--- config.mk ---
export PLATFORM = sky130hd
export DESIGN_NAME = adc3b_read_ctrl
export DESIGN_NICKNAME = d
export VERILOG_FILES = /design/src/rtl/adc3b_pkg.sv /design/src/rtl/adc3b_half_tick.sv /design/src/rtl/adc3b_sequencer.sv /design/src/rtl/adc3b_rx_shift.sv /design/src/rtl/adc3b_read_ctrl.sv
export SDC_FILE = /design/constraint.sdc
export NUM_CORES = 1
export LEC_CHECK = 0
export ABC_AREA = 0
export BUFFER_PORTS_ARGS = -buffer_cell sky130_fd_sc_hd__buf_2
export CORE_ASPECT_RATIO = 1.25
export CORE_MARGIN = 1.5
export CORE_UTILIZATION = 55
export DETAILED_ROUTE_END_ITERATION = 8
export PLACE_DENSITY_LB_ADDON = 0.08
export SYNTH_ARGS = -nofsm -noshare
export SYNTH_HDL_FRONTEND = slang
export SYNTH_SLANG_ARGS = --single-unit
--- constraint.sdc ---
create_clock -name clk -period 1.8 [get_ports clk]
set_clock_uncertainty 0.15 [all_clocks]
set_input_delay 0.27 -clock clk [delete_from_list [all_inputs] [get_ports clk]]
set_output_delay 0.27 -clock clk [all_outputs]
set_load 0.1 [all_outputs]
--- src/rtl/adc3b_pkg.sv ---
package adc3b_pkg;

    localparam int FRAME_BITS = 24;
    localparam int RES_BITS   = 12;
    localparam int RX_KEEP    = RES_BITS + 1;
    localparam int BIT_W      = $clog2(FRAME_BITS);
    localparam int START_POS  = 7;

    typedef enum logic [2:0] {
        ST_IDLE,
        ST_SETUP,
        ST_SHIFT,
        ST_HOLD,
        ST_DONE
    } seq_state_t;

    typedef struct packed {
        logic single;
        logic chan;
        logic cpol;
    } req_cfg_t;

    typedef struct packed {
        logic [RES_BITS-1:0] data;
        logic                null_err;
        logic                chan;
    } read_result_t;

    // Command bit for zero-based frame position idx.
    function automatic logic cmd_bit(input logic [BIT_W-1:0] idx, input req_cfg_t cfg);
        logic b;
        case (idx)
            BIT_W'(START_POS):     b = 1'b1;
            BIT_W'(START_POS + 1): b = cfg.single;
            BIT_W'(START_POS + 2): b = cfg.chan;
            BIT_W'(START_POS + 3): b = 1'b1;
            default:               b = 1'b0;
        endcase
        return b;
    endfunction

endpackage

--- src/rtl/adc3b_half_tick.sv ---
module adc3b_half_tick #(
    parameter int DIV_HALF = 2
) (
    input  logic clk,
    input  logic rst,
    input  logic run,
    output logic tick
);
    localparam int CW = (DIV_HALF > 1) ? $clog2(DIV_HALF) : 1;
    localparam logic [CW-1:0] LAST = CW'(DIV_HALF - 1);

    logic [CW-1:0] cnt;

    assign tick = run && (cnt == LAST);

    always_ff @(posedge clk) begin
        if (rst || !run) begin
            cnt <= '0;
        end else if (tick) begin
            cnt <= '0;
        end else begin
            cnt <= cnt + 1'b1;
        end
    end

    // the half-period counter never passes its terminal value
    a_r5_cnt_range: assert property (@(posedge clk) disable iff (rst) cnt <= LAST);

endmodule

--- src/rtl/adc3b_sequencer.sv ---
module adc3b_sequencer
    import adc3b_pkg::*;
(
    input  logic                  clk,
    input  logic                  rst,
    input  logic                  start,
    input  req_cfg_t              cfg_in,
    input  logic                  tick,
    output seq_state_t            state,
    output logic [BIT_W-1:0]      bitn,
    output logic                  phase,
    output req_cfg_t              cfg,
    output logic                  sample_en,
    output logic                  load_res
);
    localparam logic [BIT_W-1:0] LAST_BIT = BIT_W'(FRAME_BITS - 1);

    assign sample_en = (state == ST_SHIFT) && tick && !phase;
    assign load_res  = (state == ST_HOLD) && tick;

    always_ff @(posedge clk) begin
        if (rst) begin
            state <= ST_IDLE;
            bitn  <= '0;
            phase <= 1'b0;
            cfg   <= '0;
        end else begin
            case (state)
                ST_IDLE: begin
                    if (start) begin
                        cfg   <= cfg_in;
                        bitn  <= '0;
                        phase <= 1'b0;
                        state <= ST_SETUP;
                    end
                end
                ST_SETUP: begin
                    if (tick) state <= ST_SHIFT;
                end
                ST_SHIFT: begin
                    if (tick) begin
                        if (!phase) begin
                            phase <= 1'b1;
                        end else if (bitn == LAST_BIT) begin
                            state <= ST_HOLD;
                        end else begin
                            phase <= 1'b0;
                            bitn  <= bitn + 1'b1;
                        end
                    end
                end
                ST_HOLD: begin
                    if (tick) state <= ST_DONE;
                end
                default: state <= ST_IDLE;
            endcase
        end
    end

    // hold phase is entered only after the final bit position
    a_r1_hold_after_last: assert property (@(posedge clk) disable iff (rst)
        (state == ST_HOLD) |-> (bitn == LAST_BIT));

endmodule

--- src/rtl/adc3b_rx_shift.sv ---
module adc3b_rx_shift
    import adc3b_pkg::*;
(
    input  logic         clk,
    input  logic         rst,
    input  logic         sample_en,
    input  logic         miso,
    input  logic         load,
    input  logic         chan,
    output read_result_t res
);
    logic [RX_KEEP-1:0] rx;

    always_ff @(posedge clk) begin
        if (rst) begin
            rx  <= '0;
            res <= '0;
        end else begin
            if (sample_en) rx <= {rx[RX_KEEP-2:0], miso};
            if (load) begin
                res.data     <= rx[RES_BITS-1:0];
                res.null_err <= rx[RES_BITS];
                res.chan     <= chan;
            end
        end
    end

    // result register only moves on the load strobe
    a_r3_res_stable: assert property (@(posedge clk) disable iff (rst)
        !$past(load) |-> $stable(res));

endmodule

--- src/rtl/adc3b_read_ctrl.sv ---
module adc3b_read_ctrl
    import adc3b_pkg::*;
#(
    parameter int DIV_HALF = 2
) (
    input  logic                clk,
    input  logic                rst,
    input  logic                start_i,
    input  logic                chan_i,
    input  logic                single_i,
    input  logic                cpol_i,
    output logic                sclk_o,
    output logic                csn_o,
    output logic                mosi_o,
    input  logic                miso_i,
    output logic                busy_o,
    output logic [RES_BITS-1:0] result_o,
    output logic                result_valid_o,
    output logic                result_chan_o,
    output logic                null_err_o
);
    seq_state_t       state;
    logic [BIT_W-1:0] bitn;
    logic             phase;
    req_cfg_t         cfg_in, cfg;
    logic             tick, sample_en, load_res, in_frame;
    read_result_t     res;

    assign cfg_in   = '{single: single_i, chan: chan_i, cpol: cpol_i};
    assign in_frame = (state == ST_SETUP) || (state == ST_SHIFT) || (state == ST_HOLD);

    adc3b_half_tick #(.DIV_HALF(DIV_HALF)) tick_i (
        .clk (clk),
        .rst (rst),
        .run (in_frame),
        .tick(tick)
    );

    adc3b_sequencer seq_i (
        .clk      (clk),
        .rst      (rst),
        .start    (start_i),
        .cfg_in   (cfg_in),
        .tick     (tick),
        .state    (state),
        .bitn     (bitn),
        .phase    (phase),
        .cfg      (cfg),
        .sample_en(sample_en),
        .load_res (load_res)
    );

    adc3b_rx_shift rx_i (
        .clk      (clk),
        .rst      (rst),
        .sample_en(sample_en),
        .miso     (miso_i),
        .load     (load_res),
        .chan     (cfg.chan),
        .res      (res)
    );

    always_comb begin
        if (state == ST_SHIFT)  sclk_o = phase;
        else if (in_frame)      sclk_o = cfg.cpol;
        else                    sclk_o = cpol_i;
    end

    assign csn_o          = !in_frame;
    assign mosi_o         = in_frame ? cmd_bit(bitn, cfg) : 1'b0;
    assign busy_o         = (state != ST_IDLE);
    assign result_valid_o = (state == ST_DONE);
    assign result_o       = res.data;
    assign result_chan_o  = res.chan;
    assign null_err_o     = res.null_err;

    // command data only moves while the clock is low
    a_r2_mosi_low_phase: assert property (@(posedge clk) disable iff (rst)
        (!csn_o && $past(!csn_o) && !$stable(mosi_o)) |-> !sclk_o);
    // the strobe is a single cycle
    a_r6_valid_single: assert property (@(posedge clk) disable iff (rst)
        result_valid_o |=> !result_valid_o);
    // the strobe follows the chip-select release
    a_r6_valid_after_csn: assert property (@(posedge clk) disable iff (rst)
        result_valid_o |-> (csn_o && $past(!csn_o)));
    // a frame only opens from a non-busy state
    a_r8_no_restart: assert property (@(posedge clk) disable iff (rst)
        $fell(csn_o) |-> !$past(busy_o));
    // busy covers the whole chip-select window
    a_r9_busy_framed: assert property (@(posedge clk) disable iff (rst)
        !csn_o |-> busy_o);

endmodule

==> flow_metrics.tcl, run 1 <==
set metrics [dict create \
    synth_area_leader_cell "dfxtp_1" \
    synth.cell_area_um2 1690 \
    synth.yosys.seq_area_share_pct 47.4 \
    fp-row-count 22 \
    r2r_slack_ns -0.06 \
    period_needed_ns 2.15 \
    die-area_um2 3410 \
    num_io_pins 26 \
    async_flop_share_pct 0 \
    leakage_nw 0.876 \
    avgSynthCellArea_um2 8.28 \
    synth.top_cells.by_area "dfxtp_1 (47%), nand2_1 (13%), a21oi_1 (8.6%), ha_1 (3.0%), mux2i_1 (2.4%)" \
    die_h_um 65.0 \
    worst_slew_pin_slew_ns 0.487 \
    initial_core_util_pct 57.3 \
    wl_per_cell_um 13.5 \
    regArea_um2 808 \
    worst_hold_slack_ns 0.0103 \
    min_path_type "in2reg" \
    grt_max_degree 22 \
    crit_arrival_ns 1.73 \
    critical_path.max_fanout 3 \
    drt-pass1-iter-count 4 \
    htreeDepth 2 \
    grt_pass1_wl_mm 6.39 \
    ys_warn_count 0 \
    drc 0 \
    post-place-ws_ns -0.256 \
    timing.final.ws_setup_ns -0.349 \
    ant_nets 0 \
    avgViaCountPerCell 5.45 \
    grt_usage_pct 25.3 \
    synth_fp_nets 215 \
    antenna_found_initial 0 \
    rsz0062_at_grt "true" \
    root_buffer "clkbuf_4" \
    setup_violations 7 \
    core_area_um2 2950 \
    area_delta_synth_final_pct 34.1 \
    drt-initial-drc-count 41 \
    endpoint "mosi_o" \
    placed_cells 262 \
    wl_mm 3.75 \
    insertion_delay_ns 0.36 \
    nNetsFinal 252 \
    status "finished with violations" \
    worstSetupStartpoint "seq_i.bitn[0]" \
    period_share_pct 119 \
    clock-sinks 40 \
    detailroute.via_count 1516 \
    place_congestion 0.825 \
    netlist.area_leader.share_pct 47.4 \
    portBuffers 25 \
    cp_data_required_time_ns 1.38 \
    die_x_um 52.6 \
    syn_inst 204 \
    cts_tree "built" \
    r2r-start "seq_i.bitn[0]" \
    overflow 0 \
    cts_inserted_buffers 5 \
    violations "negative setup slack" \
    drive_above_1_share_pct 33.5 \
    grt_pass1_vias 1457 \
    criticalPathCategory "reg2out" \
    peakVddDrop_mv 0.725 \
    diodes 0 \
    final_area_um2 2270 \
    fin_cells 278 \
    synthFlopType "dfxtp_1" \
    power.density_nw_per_um2 938 \
    dp_hpwl_mm 2.44 \
    yosysUniqueCellTypes 38 \
    end_kind "primary output" \
    clkTransAtPathRegs_ns 0.12 \
    r2r_end "seq_i.bitn[1]" \
    dpl_cell_area_um2 1950 \
    fmax_mhz 465 \
    multi_input_area_um2 926 \
    cap_violations 0 \
    r2r_cells 7 \
    cp-start-kind "flip-flop" \
    slew_violations 0 \
    synth_edf_count 0 \
    ys_ff_latch 40 \
    nFillCells 213 \
    slew_headroom_pct 67.8 \
    clock_path_buffers 2 \
    hold_viol 0 \
]
-- worst max-delay path, cell delays in order, from the launching register on --
cell and delay (ns):
dfxtp_2 0.37, inv_2 0.06, ha_4 0.16, a221oi_4 0.26
nor2_2 0.07, a21oi_2 0.20, nor3_4 0.06, buf_12 0.17
-- layout by cell type (no fill, tap or decap), types with 4 or more instances in the layout --
master,synthesis,layout
nand2_1,60,59
dfxtp_1,40,34
a21oi_1,29,27
buf_2,6,20
buf_4,1,12
nor2_1,10,7
dfxtp_2,0,6
clkbuf_4,0,5
buf_12,0,5
mux2i_1,4,4
-- registers in the layout (all words and copies together), names as in the netlist --
signal       flops
tick_i.cnt       1
seq_i.cfg        3
seq_i.state      3
seq_i.bitn       5
rx_i.res        14
rx_i.rx         13
seq_i.phase      1
-- worst min-delay path by stage --
stage	start	to	slack (ns)	cells past startpoint
after floorplan	miso_i	rx_i.rx[0]	0.26	2
after global placement	rx_i.res[11]	rx_i.res[11]	0.29	2
after detailed placement	rx_i.res[4]	rx_i.res[4]	0.29	2
after CTS	chan_i	seq_i.cfg[1]	0.01	3
after global routing	chan_i	seq_i.cfg[1]	0.04	3
final	chan_i	seq_i.cfg[1]	0.01	3
-- kinds of logic after synthesis --
| family | after synthesis | share of synthesized area (%) |
|---|---|---|
| xor+xnor | 1 | 0.519 |
| buf+inv | 17 | 4.89 |
| flops | 40 | 47.4 |
| mux | 4 | 2.37 |
| simple gates | 94 | 25.8 |
| compound gates | 44 | 16.1 |
| fa+ha+maj | 4 | 2.96 |
-- cells in the mapped netlist, types with 2 or more instances --
cell type / n
a21boi_0: 2
a21o_1: 2
a21oi_1: 29
a31oi_1: 3
and3_1: 2
buf_2: 6
clkbuf_1: 4
dfxtp_1: 40
ha_1: 4
inv_1: 4
mux2i_1: 4
nand2_1: 60
nand2b_1: 4
nand4b_1: 3
nor2_1: 10
nor3_1: 5
-- through the flow --
step | TNS [ns] | utilization [%] | power [mW]
6_report | -0.644 | 76.9 | 2.13
5_1_grt | -1.10 | 76.9 | 2.19
4_1_cts | -0.434 | 74.5 | 2.12
3_5_place_dp | -0.275 | 66.4 | 1.22
3_3_place_gp | -0.112 | 66.4 | 1.21
2_1_floorplan | -0.491 | - | 1.13
-- report_power, final --
group          internal [mW]  switching, mW  total (mW)
registers              0.899         0.0167       0.916
clock network          0.572          0.312       0.884
logic                  0.133          0.193       0.326
-- layout make-up --
cell class                      count  share of cell area, %
Clock buffer                        5                   1.66
Multi-Input combinational cell    148                   40.9
Sequential cell                    40                   35.7
Clock inverter                      3                   3.98
Timing Repair Buffer               42                   15.2
Tap cell                           36                   1.99
Inverter                            4                  0.663
-- timing repair --
action	in CTS	in global routing
setup endpoints to repair	6	24
gates cloned	0	1
hold buffers	2	0
pin swaps	7	7
hold endpoints to repair	2	0
gates resized for setup	19	15
setup buffers	4	1
-- metal layers --
layer  GRT usage (%)  part of all wire, %  vias up
li1                -                    -      767
met1            27.9                   41      698
met2            43.6                   53       43
met3            6.91                  3.9        8
met4            11.9                  2.0        0
met5               0                    0        -
No activity file was read; power rests on OpenSTA's default activity.
==> run 2, diff against run 1 <==
Settings changed: TNS_END_PERCENT from default to 50.
==> flow_metrics.tcl, run 2 (synthesis gave the netlist of run 1 again) <==
set metrics [dict create \
    overflow 0 \
    fin_cells 277 \
    dp_hpwl_mm 2.44 \
    num_io_pins 26 \
    wl_per_cell_um 14.1 \
    die-area_um2 3410 \
    drive_above_1_share_pct 33.2 \
    peakVddDrop_mv 0.723 \
    wl_mm 3.92 \
    drt-initial-drc-count 38 \
    hold_viol 0 \
    worst_slew_pin_slew_ns 0.487 \
    fmax_mhz 465 \
    grt_usage_pct 25.2 \
    initial_core_util_pct 57.3 \
    final_cell_mix "nand2_1 (59), dfxtp_1 (34), a21oi_1 (27)" \
    setup_violations 8 \
    power.density_nw_per_um2 941 \
    placed_cells 262 \
    core_area_um2 2950 \
    final_area_um2 2260 \
    fp-row-count 22 \
    cap_violations 0 \
    grt_max_degree 22 \
    violations "negative setup slack" \
    crit_path_top_delay_cell "dfxtp_2" \
    rsz0062_at_grt "true" \
    clkTransAtPathRegs_ns 0.12 \
    min_path_type "in2reg" \
    diodes 0 \
    drc 0 \
    timing.final.ws_setup_ns -0.350 \
    portBuffers 25 \
    regArea_um2 808 \
    antenna_found_initial 0 \
    criticalPathCategory "reg2out" \
    grt_pass1_vias 1443 \
    drt-pass1-iter-count 4 \
    ant_nets 0 \
    largest_register_ffs 14 \
    layout_commonest_cell "nand2_1" \
    root_buffer "clkbuf_4" \
    cp_top_family "compound AO/OA/AOI/OAI gates" \
    place_congestion 0.825 \
    htreeDepth 2 \
    die_x_um 52.6 \
    clock_path_buffers 2 \
    crit_chain "inv_2, ha_4, a221oi_4, nor2_2, a21oi_2, nor3_4, buf_12" \
    slew_violations 0 \
    insertion_delay_ns 0.35 \
    fin_total_pwr_mw 2.12 \
    detailroute.via_count 1522 \
    cp.depth 7 \
    nNetsFinal 251 \
    cp-start-kind "flip-flop" \
    status "finished with violations" \
    period_needed_ns 2.15 \
    period_share_pct 119 \
    clock-sinks 40 \
    end_kind "primary output" \
    dpl_cell_area_um2 1950 \
    nFillCells 208 \
    final_core_util_pct 76.6 \
    cts_inserted_buffers 5 \
    die_h_um 65.0 \
    top_register "rx_i.res" \
    r2r_slack_ns -0.12 \
    avgViaCountPerCell 5.49 \
    multi_input_area_um2 917 \
    slew_headroom_pct 67.8 \
    r2r_cells 7 \
    crit_arrival_ns 1.73 \
    leakage_nw 0.871 \
    max_stage_delay_ns 0.38 \
    cp_data_required_time_ns 1.38 \
    cts_tree "built" \
    critical_path.max_fanout 3 \
    reg_top3 "rx_i.res: 14 flops, rx_i.rx: 13 flops, seq_i.bitn: 5 flops" \
    grt_pass1_wl_mm 6.39 \
    area_delta_synth_final_pct 33.6 \
    path_buf_inv 2 \
    worstHoldPathCells 3 \
]
==> run 2: per-stage QoR <==
stage	hold WS [ns]	worst slack, ns	setup TNS, ns
2_1_floorplan	0.256	-0.360	-0.491
5_1_grt	0.0490	-0.430	-1.42
3_3_place_gp	0.289	-0.112	-0.112
4_1_cts	0.0116	-0.342	-0.464
6_report	0.0205	-0.350	-0.867
3_5_place_dp	0.294	-0.256	-0.275
==> run 2: worst min-delay path, cell delays in order <==
cell	delay (ns)
buf_2	0.08
mux2i_1	0.06
nor2_1	0.08
==> run 2: final timing paths <==
path,from,end
worst max-delay path,seq_i.bitn[0],mosi_o
worst min-delay path,chan_i,seq_i.cfg[1]
worst max register to register,seq_i.bitn[0],seq_i.bitn[1]
worst min register to register,rx_i.res[13],rx_i.res[13]
==> run 2: final cells by class <==
| cell class | count | share of cell area, % |
|---|---|---|
| multi-input combinational | 147 | 40.6 |
| sequential | 40 | 35.8 |
| clock buffer | 5 | 1.66 |
| inverter | 4 | 0.665 |
| timing repair buffer | 42 | 15.2 |
| clock inverter | 3 | 3.99 |
| tap | 36 | 2.00 |
==> run 2: routing by layer <==
| layer | track usage [%] | share of wire [%] | up-vias |
|---|---|---|---|
| li1 | - | - | 764 |
| met1 | 27.5 | 41 | 711 |
| met2 | 44.8 | 54 | 38 |
| met3 | 6.91 | 3.4 | 9 |
| met4 | 9.94 | 1.8 | 0 |
| met5 | 0 | 0 | - |
==> run 2: what timing repair did <==
item                                    in CTS  in global routing
hold endpoints to repair                     2                  0
resized for setup                           18                 15
pin swaps                                    6                  8
hold buffers                                 2                  0
endpoints found under the setup margin       6                 23
buffers inserted                             3                  3
==> run 2: report_power, final <==
| part | switching (mW) | internal (mW) |
|---|---|---|
| Sequential | 0.0169 | 0.899 |
| Combinational | 0.197 | 0.134 |
| Clock | 0.305 | 0.572 |
| Total | 0.519 | 1.60 |
==> run 3, diff against run 2 <==
Settings changed: CORE_ASPECT_RATIO 1.25 to 0.9, CTS_CLUSTER_DIAMETER from default to 200.
==> flow_metrics.tcl, run 3 (synthesis gave the netlist of run 1 again) <==
set metrics [dict create \
    status "finished with violations" \
    violations "negative setup slack" \
    hold_viol 0 \
    rsz0062_at_grt "true" \
    setup_violations 3 \
    min_path_type "in2reg" \
    grt_usage_pct 24.1 \
    cap_violations 0 \
    slew_headroom_pct 67.4 \
    antenna_found_initial 0 \
    area_delta_synth_final_pct 28.6 \
    switchingPower_mw 0.477 \
    grt_max_degree 28 \
    detailroute.via_count 1478 \
    drive_above_1_share_pct 29.4 \
    peakVddDrop_mv 0.814 \
    min_from "chan_i" \
    worstSetupStartpoint "seq_i.bitn[0]" \
    worst_hold_slack_ns 0.0288 \
    portBuffers 25 \
    cp-start-kind "flip-flop" \
    drt-pass1-iter-count 4 \
    fp-row-count 18 \
    final_core_util_pct 76.5 \
    core_area_um2 2840 \
    fin_total_pwr_mw 1.92 \
    root_buffer "clkbuf_4" \
    crit_path_top_delay_cell "dfxtp_4" \
    avgViaCountPerCell 5.37 \
    crit_arrival_ns 1.67 \
    period_share_pct 116 \
    end_kind "primary output" \
    grt_pass1_wl_mm 6.24 \
    period_needed_ns 2.09 \
    fmax_mhz 479 \
    nNetsFinal 246 \
    place_congestion 0.812 \
    insertion_delay_ns 0.33 \
    clock-sinks 40 \
    initial_core_util_pct 59.5 \
    placed_cells 266 \
    regArea_um2 813 \
    fin_cells 275 \
    power.density_nw_per_um2 883 \
    die_h_um 55.6 \
    r2r-start "seq_i.bitn[0]" \
    reg_top3 "rx_i.res: 14 flops, rx_i.rx: 13 flops, seq_i.bitn: 5 flops" \
    wl_per_cell_um 13.3 \
    top_register "rx_i.res" \
    final_cell_mix "nand2_1 (59), dfxtp_1 (34), a21oi_1 (28)" \
    internal-power_mw 1.44 \
    swShare_pct 24.9 \
    drc 0 \
    layout_commonest_cell "nand2_1" \
    timing.final.ws_setup_ns -0.289 \
    clock_path_buffers 2 \
    criticalPathCategory "reg2out" \
    leakage_nw 0.829 \
    wl_mm 3.66 \
    critical_path.max_fanout 4 \
    worst_slew_pin_slew_ns 0.492 \
    post-place-ws_ns -0.224 \
    multi_input_area_um2 886 \
    crit_chain "inv_4, ha_4, a221oi_2, nor2_1, a21oi_2, nor3_4, buf_12" \
    drt-initial-drc-count 103 \
    cts_inserted_buffers 5 \
    cp_data_required_time_ns 1.38 \
    grt_pass1_vias 1397 \
    clkTransAtPathRegs_ns 0.10 \
    slew_violations 0 \
    max_stage_delay_ns 0.40 \
    dp_hpwl_mm 2.44 \
    diodes 0 \
    nFillCells 220 \
    num_io_pins 26 \
    die_x_um 61.4 \
    cts_tree "built" \
    overflow 0 \
    clock_power_share_pct 36.6 \
    largest_register_ffs 14 \
    pwr-share-comb_pct 15.8 \
    die-area_um2 3410 \
    htreeDepth 2 \
    p_seq_share_pct 47.6 \
    ant_nets 0 \
]
-- run 3: cell types whose count changed in the layout (fill, tap and decap cells not counted), sizes merged --
| cell | before | now |
|---|---|---|
| buf | 40 | 36 |
| bufinv | 3 | 2 |
| dlygate4sd3 | 2 | 1 |
-- run 3: layer usage --
layer,vias up,share of wire [%],wire (µm),track usage [%]
met4,0,0.71,26,6.69
met2,32,49,1800,37.8
met1,687,46,1680,32.4
met3,4,4.2,154,6.28
met5,-,0,0,0
li1,755,-,-,-
-- run 3: critical path: cells and delay by family, from the launching register on --
kind            cells  cell delay, ns
compound gates      2            0.44
fa+ha+maj           1            0.14
buf+inv             2            0.22
flops               1            0.40
simple gates        2            0.14
-- run 3: final timing paths --
check	cells past startpoint	slack (ns)	endpoint
max	7	-0.29	mosi_o
min	3	0.03	seq_i.cfg[1]
max reg2reg	7	0.03	seq_i.bitn[4]
min reg2reg	2	0.31	rx_i.res[10]
-- run 3: power groups by stage --
stage               registers (mW)  clock network (mW)  logic, mW
finish                       0.912               0.702      0.303
global route                 0.914               0.762      0.319
CTS                          0.912               0.710      0.298
detailed placement           0.932                   0      0.287
global placement             0.932                   0      0.279
floorplan                    0.929                   0      0.205
-- run 3: final cells by class --
| type | count | area share [%] |
|---|---|---|
| clock inverters | 2 | 2.76 |
| well taps | 40 | 2.30 |
| clock buffers | 5 | 1.73 |
| repair buffers | 37 | 14.2 |
| flip-flops and latches | 40 | 37.4 |
| inverters | 4 | 0.806 |
| multi-input cells | 147 | 40.8 |
-- run 3: stage by stage --
stage | cell area, µm² | TNS [ns]
after floorplan | 1730 | -0.491
after global placement | 1960 | -0.146
after detailed placement | 1960 | -0.224
after CTS | 2150 | -0.345
after global routing | 2170 | -0.617
final | 2170 | -0.310
-- run 3: what timing repair did --
item	CTS	global route
hold endpoints to repair	0	1
endpoints found under the setup margin	5	19
pin swaps	8	4
setup buffers	1	0
resized for setup	25	4
hold buffers	0	1
